<file path="src/rtl/aperture_pkg.sv">
package aperture_pkg;
  localparam int MAP_W    = 32;
  localparam int MB_SHIFT = 20;
  localparam int BASE_W   = 10;
  localparam int CODE_W   = 4;
  localparam int LA_W     = MB_SHIFT + BASE_W;

  typedef struct packed {
    logic [BASE_W-1:0] base_mb;
    logic [CODE_W-1:0] size_code;
    logic              reg_en;
    logic              win_en;
  } map_t;
endpackage

</file>
<file path="src/rtl/aperture_map_reg.sv">
module aperture_map_reg
  import aperture_pkg::*;
#(
  parameter int MEM_LOG2_MB = 4
) (
  input  logic             clk,
  input  logic             rst_n,
  input  logic             cfg_we,
  input  logic [MAP_W-1:0] cfg_wdata,
  output map_t             map_o,
  output logic [MAP_W-1:0] map_word_o
);
  localparam logic [CODE_W-1:0] MEM_CODE = CODE_W'(MEM_LOG2_MB);

  map_t map_q, map_d;

  // next-state: unpack fields and clamp window to memory size
  always_comb begin
    map_d.base_mb   = cfg_wdata[29:20];
    map_d.size_code = cfg_wdata[7:4];
    map_d.reg_en    = cfg_wdata[1];
    map_d.win_en    = cfg_wdata[0];
    if (cfg_wdata[7:4] > MEM_CODE) map_d.size_code = MEM_CODE;
  end

  always_ff @(posedge clk or negedge rst_n) begin
    if (!rst_n)      map_q <= '0;
    else if (cfg_we) map_q <= map_d;
  end

  assign map_o      = map_q;
  assign map_word_o = {2'b00, map_q.base_mb, 12'h000, map_q.size_code,
                       2'b00, map_q.reg_en, map_q.win_en};

  p_clamp_r3: assert property (@(posedge clk) disable iff (!rst_n)
    map_q.size_code <= MEM_CODE);
  p_hold_r8: assert property (@(posedge clk) disable iff (!rst_n)
    !cfg_we |=> $stable(map_q));
endmodule

</file>
<file path="src/rtl/aperture_addr_calc.sv">
module aperture_addr_calc
  import aperture_pkg::*;
#(
  parameter int MEM_LOG2_MB = 4,
  parameter int HOST_W      = 30
) (
  input  map_t              map_i,
  input  logic [HOST_W-1:0] host_off,
  output logic [LA_W-1:0]   la_o,
  output logic              oob_o,
  output logic              en_o
);
  localparam int LIM_BIT = MB_SHIFT + MEM_LOG2_MB;

  logic [LA_W-1:0] off_ext;
  logic [LA_W:0]   span;
  logic [LA_W-1:0] mask;

  generate
    if (HOST_W >= LA_W) begin : g_trunc
      assign off_ext = host_off[LA_W-1:0];
    end else begin : g_zext
      assign off_ext = {{(LA_W-HOST_W){1'b0}}, host_off};
    end
  endgenerate

  always_comb begin
    span = (LA_W+1)'(1) << (MB_SHIFT + int'(map_i.size_code));
    mask = span[LA_W-1:0] - LA_W'(1);
    la_o = {map_i.base_mb, {MB_SHIFT{1'b0}}} | (off_ext & mask);
    en_o = map_i.win_en & map_i.reg_en;
  end

  generate
    if (LIM_BIT >= LA_W) begin : g_full_mem
      assign oob_o = 1'b0;
    end else begin : g_part_mem
      assign oob_o = |la_o[LA_W-1:LIM_BIT];
    end
  endgenerate
endmodule

</file>
<file path="src/rtl/aperture_resp_stage.sv">
module aperture_resp_stage
  import aperture_pkg::*;
#(
  parameter int MEM_LOG2_MB = 4
) (
  input  logic            clk,
  input  logic            rst_n,
  input  logic            req_valid,
  input  logic            en_i,
  input  logic            oob_i,
  input  logic [LA_W-1:0] la_i,
  output logic            mem_valid_o,
  output logic [LA_W-1:0] addr_o,
  output logic            err_dis_o,
  output logic            err_range_o
);
  localparam logic [LA_W:0] LIMIT = (LA_W+1)'(1) << (MB_SHIFT + MEM_LOG2_MB);

  logic            mv_d, ed_d, er_d;
  logic [LA_W-1:0] addr_d;
  logic            mv_q, ed_q, er_q;
  logic [LA_W-1:0] addr_q;

  always_comb begin
    mv_d   = req_valid & en_i & ~oob_i;
    ed_d   = req_valid & ~en_i;
    er_d   = req_valid & en_i & oob_i;
    addr_d = mv_d ? la_i : '0;
  end

  always_ff @(posedge clk or negedge rst_n) begin
    if (!rst_n) begin
      mv_q   <= 1'b0;
      ed_q   <= 1'b0;
      er_q   <= 1'b0;
      addr_q <= '0;
    end else begin
      mv_q   <= mv_d;
      ed_q   <= ed_d;
      er_q   <= er_d;
      addr_q <= addr_d;
    end
  end

  assign mem_valid_o = mv_q;
  assign addr_o      = addr_q;
  assign err_dis_o   = ed_q;
  assign err_range_o = er_q;

  p_onehot_r7: assert property (@(posedge clk) disable iff (!rst_n)
    $onehot0({mv_q, ed_q, er_q}));
  p_inmem_r6: assert property (@(posedge clk) disable iff (!rst_n)
    mv_q |-> ({1'b0, addr_q} < LIMIT));
  p_addr_zero_r7: assert property (@(posedge clk) disable iff (!rst_n)
    !mv_q |-> (addr_q == '0));
endmodule

</file>
<file path="src/rtl/aperture_xlate.sv">
module aperture_xlate
  import aperture_pkg::*;
#(
  parameter int MEM_LOG2_MB = 4,
  parameter int HOST_W      = 30
) (
  input  logic              clk,
  input  logic              rst_n,
  input  logic              cfg_we,
  input  logic [31:0]       cfg_wdata,
  output logic [31:0]       map_q,
  input  logic              req_valid,
  input  logic [HOST_W-1:0] req_off,
  output logic              rsp_mem_valid,
  output logic [29:0]       rsp_addr,
  output logic              rsp_err_dis,
  output logic              rsp_err_range
);
  logic [1:0]      rst_sync;
  logic            rst_s;
  map_t            map_cur;
  logic [LA_W-1:0] la;
  logic            oob, en;

  // asynchronous assertion, synchronous release
  always_ff @(posedge clk or negedge rst_n) begin
    if (!rst_n) rst_sync <= 2'b00;
    else        rst_sync <= {rst_sync[0], 1'b1};
  end
  assign rst_s = rst_sync[1];

  aperture_map_reg #(.MEM_LOG2_MB(MEM_LOG2_MB)) u_map (
    .clk        (clk),
    .rst_n      (rst_s),
    .cfg_we     (cfg_we),
    .cfg_wdata  (cfg_wdata),
    .map_o      (map_cur),
    .map_word_o (map_q)
  );

  aperture_addr_calc #(.MEM_LOG2_MB(MEM_LOG2_MB), .HOST_W(HOST_W)) u_calc (
    .map_i    (map_cur),
    .host_off (req_off),
    .la_o     (la),
    .oob_o    (oob),
    .en_o     (en)
  );

  aperture_resp_stage #(.MEM_LOG2_MB(MEM_LOG2_MB)) u_resp (
    .clk         (clk),
    .rst_n       (rst_s),
    .req_valid   (req_valid),
    .en_i        (en),
    .oob_i       (oob),
    .la_i        (la),
    .mem_valid_o (rsp_mem_valid),
    .addr_o      (rsp_addr),
    .err_dis_o   (rsp_err_dis),
    .err_range_o (rsp_err_range)
  );

  p_resp_r7: assert property (@(posedge clk) disable iff (!rst_s)
    req_valid |=> (rsp_mem_valid | rsp_err_dis | rsp_err_range));
  p_idle_r7: assert property (@(posedge clk) disable iff (!rst_s)
    !req_valid |=> !(rsp_mem_valid | rsp_err_dis | rsp_err_range));
  p_dis_r4: assert property (@(posedge clk) disable iff (!rst_s)
    (req_valid && map_q[1:0] != 2'b11) |=> (rsp_err_dis && !rsp_mem_valid));
  p_reset_r1: assert property (@(posedge clk)
    !rst_s |-> (map_q == '0 && !rsp_mem_valid && !rsp_err_dis && !rsp_err_range));
endmodule

</file>
<file path="config.mk">
export PLATFORM = sky130hd
export DESIGN_NAME = aperture_xlate
export DESIGN_NICKNAME = d
export VERILOG_FILES = /design/src/rtl/aperture_pkg.sv /design/src/rtl/aperture_map_reg.sv /design/src/rtl/aperture_addr_calc.sv /design/src/rtl/aperture_resp_stage.sv /design/src/rtl/aperture_xlate.sv
export SDC_FILE = /design/constraint.sdc
export NUM_CORES = 1
export LEC_CHECK = 0
export CAP_MARGIN = 20
export CORE_AREA = 8 8 97 81
export DETAILED_ROUTE_END_ITERATION = 7
export DIE_AREA = 0 0 105 89
export DONT_BUFFER_PORTS = 1
export PLACE_DENSITY_LB_ADDON = 0.25
export SYNTH_ARGS = -nofsm -noshare
export SYNTH_HDL_FRONTEND = slang
export SYNTH_HIERARCHICAL = 1
export SYNTH_SLANG_ARGS = --single-unit
export TNS_END_PERCENT = 100
</file>
<file path="constraint.sdc">
create_clock -name clk -period 2.3 [get_ports clk]
set_input_delay 0.345 -clock clk [delete_from_list [all_inputs] [get_ports clk]]
set_output_delay 0.345 -clock clk [all_outputs]
set_load 0.02 [all_outputs]
</file>
After elaboration in Yosys (flattened, before gate mapping)
Cells that the tools add are included.
{"block": "word_totals", "ff_bits": 51, "in_bits": 66, "word_cells": 25}
{"block": "classes", "n_addsub": 2, "n_lt_le_gt_ge": 1, "shifts": 1, "n_mux": 2, "bitwise_logic": 9, "n_reduce_logical": 1}
{"operator": "<< shifter 1 x 32 -> 30 bit, first input constant", "count": 1}
{"operator": "bitwise AND 30 bit", "count": 1}
{"operator": "two-way mux 30 bit", "count": 1}
{"operator": "OR 30 bit", "count": 1}
{"operator": "subtractor 30 x 1 -> 30 bit, second input constant", "count": 1}
{"operator": "adder 5 x 4 -> 6 bit, first input constant", "count": 1}
{"operator": "OR reduction 6 bit", "count": 1}
{"operator": "bitwise AND 1 bit", "count": 5}
{"operator": "> comparator 4 x 3 -> 1 bit, second input constant", "count": 1}
{"operator": "two-way mux 4 bit", "count": 1}
{"operator": "NOT 1 bit", "count": 2}

Logic depth before layout (Yosys ltp)
{"block": "depth", "ltp_word": 9, "depth_mapped": 10, "mapped_depth_nobuf": 7}

Hierarchy
Netlist, hierarchy kept.
{"mod": "aperture_resp_stage", "n_inst": 1, "cells_each": 75, "area_per_inst_um2": 1219.9}
{"mod": "aperture_map_reg", "n_inst": 1, "cells_each": 71, "area_per_inst_um2": 880.8}
{"mod": "aperture_addr_calc", "n_inst": 1, "cells_each": 85, "area_per_inst_um2": 570.5}
{"mod": "aperture_xlate", "n_inst": 1, "cells_each": 3, "area_per_inst_um2": 53.8}

Least setup slack after synthesis
No wires, ideal clock.
{"block": "synth_timing", "path_kind": "flip-flop to flip-flop", "startpoint": "register u_map/map_o[4] (netlist name)", "endpoint": "register u_resp.addr_q[1] (netlist: u_resp/addr_o[1])", "t_arrival_ns": 2.845, "required_time_ns": 2.232, "setup_slack_ns": -0.613, "stages_incl_launch_ff": 11, "period_less_slack_ns": 2.913, "path_cell_list": "dfrtp_1 > clkbuf_1 > inv_1 > ha_1 > buf_2 > nor3b_2 > nor4b_1 > or4_4 > nand4bb_1 > buf_6 > and4b_1"}
{"block": "synth_via", "elab_chain_cells": 9}
{"item": "adder 5 x 4 -> 6 bit", "line": "aperture_addr_calc.sv:28", "text": "span = (LA_W+1)'(1) << (MB_SHIFT + int'(map_i.size_code));"}
{"item": "<< shifter 1 x 32 -> 30 bit", "line": "aperture_addr_calc.sv:28"}
{"item": "subtractor 30 x 1 -> 30 bit", "line": "aperture_addr_calc.sv:29", "text": "mask = span[LA_W-1:0] - LA_W'(1);"}
{"item": "bitwise AND 30 bit", "line": "aperture_addr_calc.sv:30", "text": "la_o = {map_i.base_mb, {MB_SHIFT{1'b0}}} | (off_ext & mask);"}
{"item": "OR 30 bit", "line": "aperture_addr_calc.sv:30"}
{"item": "net la[28]", "line": "aperture_xlate.sv:22", "text": "logic [LA_W-1:0] la;"}
{"item": "OR reduction 6 bit", "line": "aperture_addr_calc.sv:38", "text": "assign oob_o = |la_o[LA_W-1:LIM_BIT];"}
{"item": "net oob", "line": "aperture_xlate.sv:23", "text": "logic oob, en;"}
{"item": "NOT 1 bit", "line": "aperture_resp_stage.sv:25", "text": "mv_d = req_valid & en_i & ~oob_i;"}
{"item": "bitwise AND 1 bit", "line": "aperture_resp_stage.sv:25"}
{"item": "two-way mux 30 bit", "line": "aperture_resp_stage.sv:28", "text": "addr_d = mv_d ? la_i : '0;"}
{"item": "net u_resp.addr_d[1]", "line": "aperture_resp_stage.sv:20", "text": "logic [LA_W-1:0] addr_d;"}
{"item": "end signal: assignment", "line": "aperture_resp_stage.sv:41", "text": "addr_q <= addr_d;"}
{"item": "end: declaration", "line": "aperture_resp_stage.sv:22", "text": "logic [LA_W-1:0] addr_q;"}
The timed path passes the listed nets, and every way through them passes these cells.
A chain may end at the register's enable or synchronous reset.

Worst setup path in the final report
{"block": "layout_timing", "startpoint": "register u_map/map_o[4] (netlist name)", "endpoint": "register u_resp.addr_q[22] (netlist: u_resp/addr_o[22])"}
{"block": "layout_via", "elab_chain_cells": 9}
{"item": "adder 5 x 4 -> 6 bit", "line": "aperture_addr_calc.sv:28"}
{"item": "<< shifter 1 x 32 -> 30 bit", "line": "aperture_addr_calc.sv:28"}
{"item": "subtractor 30 x 1 -> 30 bit", "line": "aperture_addr_calc.sv:29"}
{"item": "bitwise AND 30 bit", "line": "aperture_addr_calc.sv:30"}
{"item": "OR 30 bit", "line": "aperture_addr_calc.sv:30"}
{"item": "net la[28]", "line": "aperture_xlate.sv:22"}
{"item": "OR reduction 6 bit", "line": "aperture_addr_calc.sv:38"}
{"item": "net oob", "line": "aperture_xlate.sv:23"}
{"item": "NOT 1 bit", "line": "aperture_resp_stage.sv:25"}
{"item": "bitwise AND 1 bit", "line": "aperture_resp_stage.sv:25"}
{"item": "two-way mux 30 bit", "line": "aperture_resp_stage.sv:28"}
{"item": "net u_resp.addr_d[22]", "line": "aperture_resp_stage.sv:20"}
The timed path passes the listed nets, and every way through them passes these cells.

==> metrics.cfg <==
[floorplan]
dieArea_um2 = 9350
core_um2 = 6250
die_h_um = 89
die_w_um = 105
rows = 26
initial_core_util_pct = 43.6
pin_count = 131

[cells_and_area]
regArea_um2 = 1280
final_cell_mix = dfrtp_1, and4b_1, buf_4
final.fill_count = 598
nets = 295
fin_cells = 309
drive_above_1_share_pct = 27.6
insertedDiodeCount = 0
syn2layout_area_growth_pct = 4.27
multi_input_area_um2 = 1170
layout_commonest_cell = dfrtp_1

[grt]
use_met3_pct = 5.26
gr-total-overflow = 0
grt_max_degree = 34
grt_usage_pct = 13.3
grtUsageMet1_pct = 16.5
antenna_found_initial = 0
grt_pass1_vias = 1786
busiest_layer = met2
use_met2_pct = 21.1
grt_pass1_wl_mm = 9.76

[timing]
min_period_ns = 2.52
worst_slack_ns = -0.223
fmax_mhz = 396
rsz0062_at_grt = yes
skew_ns = 0.00671
min_period_over_period_pct = 110
hold_viol = 0
drv_slew = 0
setup_viol = 32

[critical_path]
path_max_fanout = 7
arrival_ns = 2.76
crit_required_ns = 2.54
end_kind = flop
startpoint_type = flop
worstSetupPathType = reg -> reg

[cts]
clk_pin_slew_ns = 0.09
clk_path_buf_depth = 2
cts_buffers = 5
root_buffer = clkbuf_8
insertion_delay_ns = 0.30
h-tree-depth = 2
cts_tree = done
clock_sinks = 51

[job]
maxCapViolCount = 0

[detailed_routing]
routed_via_density = 5.13
drt_first_pass_iters = 4
drc_errors = 0
ant_nets = 0
finalWirelength_mm = 6.24
num_vias = 1585
avgRoutedWirePerCell_um = 20.2
drt_iter0_drc = 57

[place]
hpwl_mm = 4.70
routabilityCongestion = 0.764
portBuffers = 0
numPlacedInstances = 298

[logic_synthesis]
ys_seq_elements = 51
syn-instance-count = 234
ys_types = 47
avgSynthCellArea_um2 = 11.6
async_flop_share_pct = 100
ys_seq_area_share_pct = 46.8
syn_area_um2 = 2730
synth-main-ff-cell = dfrtp_1
synth_edf_count = 0
yosys_warnings = 6

[outcome]
outcome = finished, violations left
violations = negative setup slack

[power]
p_leak_nw = 1.42
powerDensity_nw_per_um2 = 615
ir_drop_mv = 0.267
total_power_mw = 1.75

[min_path]
worstHoldPathType = in -> reg

layer usage:
metal	wire length, µm	up-vias
li1	-	749
met1	2730	762
met2	2940	70
met3	508	4
met4	62	0
met5	0	-
critical path, stage by stage (launching register included):
cell and delay (ns):
dfrtp_2 0.45, ha_2 0.19, or3b_4 0.37, o2111a_1 0.24, or4_4 0.49, nand4bb_4 0.28
buf_6 0.17, and4b_1 0.28
path summary, 6_finish.rpt:
| check | start | to | slack, ns | cells after the start |
|---|---|---|---|---|
| setup / recovery | u_map/map_o[4]$_DFFE_PN0P_ | u_resp/addr_o[22]$_DFF_PN0_ | -0.22 | 7 |
| hold / removal | cfg_we | u_map/map_o[4]$_DFFE_PN0P_ | 0.12 | 1 |
| setup reg to reg | u_map/map_o[4]$_DFFE_PN0P_ | u_resp/addr_o[22]$_DFF_PN0_ | -0.22 | 7 |
| hold reg to reg | rst_sync[1]$_DFF_PN0_ | u_resp/addr_o[7]$_DFF_PN0_ | 0.24 | 0 |
| max in group asynchronous | rst_sync[1]$_DFF_PN0_ | u_resp/addr_o[16]$_DFF_PN0_ | 1.48 | 1 |
| min in group asynchronous | rst_sync[1]$_DFF_PN0_ | u_resp/addr_o[7]$_DFF_PN0_ | 0.24 | 0 |
state kept, by name (all words and copies together) (netlist names):
| signal | flops |
|---|---|
| u_resp/err_dis_o | 1 |
| u_resp/addr_o | 30 |
| u_map/map_o | 16 |
| u_resp/err_range_o | 1 |
| u_resp/mem_valid_o | 1 |
| rst_sync | 2 |
final cells by class:
cell class,instances,area share [%]
clock buffer,5,2.42
sequential,51,45.0
inverter,4,0.616
timing repair buffer,24,6.74
tap,84,3.70
clock inverter,2,0.484
multi-input combinational,139,41.0
metrics by stage:
stage	cell area, µm²	setup TNS (ns)	worst slack, ns	util [%]	hold WS (ns)
global route	2840	-8.70	-0.305	45.5	0.101
finish	2840	-5.88	-0.223	45.5	0.124
detailed placement	2690	-8.13	-0.278	43.1	0.0495
floorplan	2850	-10.61	-0.340	-	0.0494
CTS	2810	-6.30	-0.219	45.1	0.108
global placement	2690	-6.93	-0.242	43.1	0.0495
cell families (layout without fill, tap and decap cells):
logic type               after synthesis  in the layout  synth area share, %
AO/OA/AOI/OAI                         24             24                 6.89
XOR/XNOR                               1              1                0.321
adder cells (fa/ha/maj)                4              4                 1.84
buffers and inverters                 60             35                 15.0
flip-flops                            51             51                 46.8
multiplexers                          13             13                 6.01
other                                  3             19                0.413
AND/OR/NAND/NOR                       78             78                 22.7
synthesized netlist by cell type (3+ instances only):
| cell type | instances | area share [%] |
|---|---|---|
| ha_1 | 4 | 1.8 |
| inv_1 | 4 | 0.55 |
| a21o_1 | 5 | 1.4 |
| buf_6 | 4 | 1.7 |
| nand2_1 | 4 | 0.55 |
| nand2b_1 | 4 | 0.92 |
| dfrtp_1 | 51 | 47 |
| mux2_4 | 5 | 2.8 |
| clkbuf_1 | 11 | 1.5 |
| nor4b_1 | 3 | 0.96 |
| nor2_1 | 6 | 0.83 |
| and4b_1 | 29 | 11 |
| nor2b_1 | 9 | 2.1 |
| buf_2 | 5 | 0.92 |
| mux2_2 | 7 | 2.9 |
| and2_1 | 9 | 2.1 |
| conb_1 | 3 | 0.41 |
| buf_4 | 35 | 9.6 |
what timing repair did:
| action | in CTS | in global routing |
|---|---|---|
| gates cloned | 1 | 0 |
| endpoints found under the setup margin | 32 | 32 |
| resized for setup | 5 | 6 |
| endpoints found under the hold margin | 2 | 0 |
| hold buffers | 1 | 0 |
| pin swaps | 1 | 3 |
| buffers inserted | 1 | 1 |
power by group:
| part | total [mW] | switching [mW] | internal, mW |
|---|---|---|---|
| clock network | 0.506 | 0.297 | 0.209 |
| logic | 0.247 | 0.128 | 0.119 |
| registers | 0.993 | 0.0681 | 0.925 |
(Power assumes the default switching activity.)
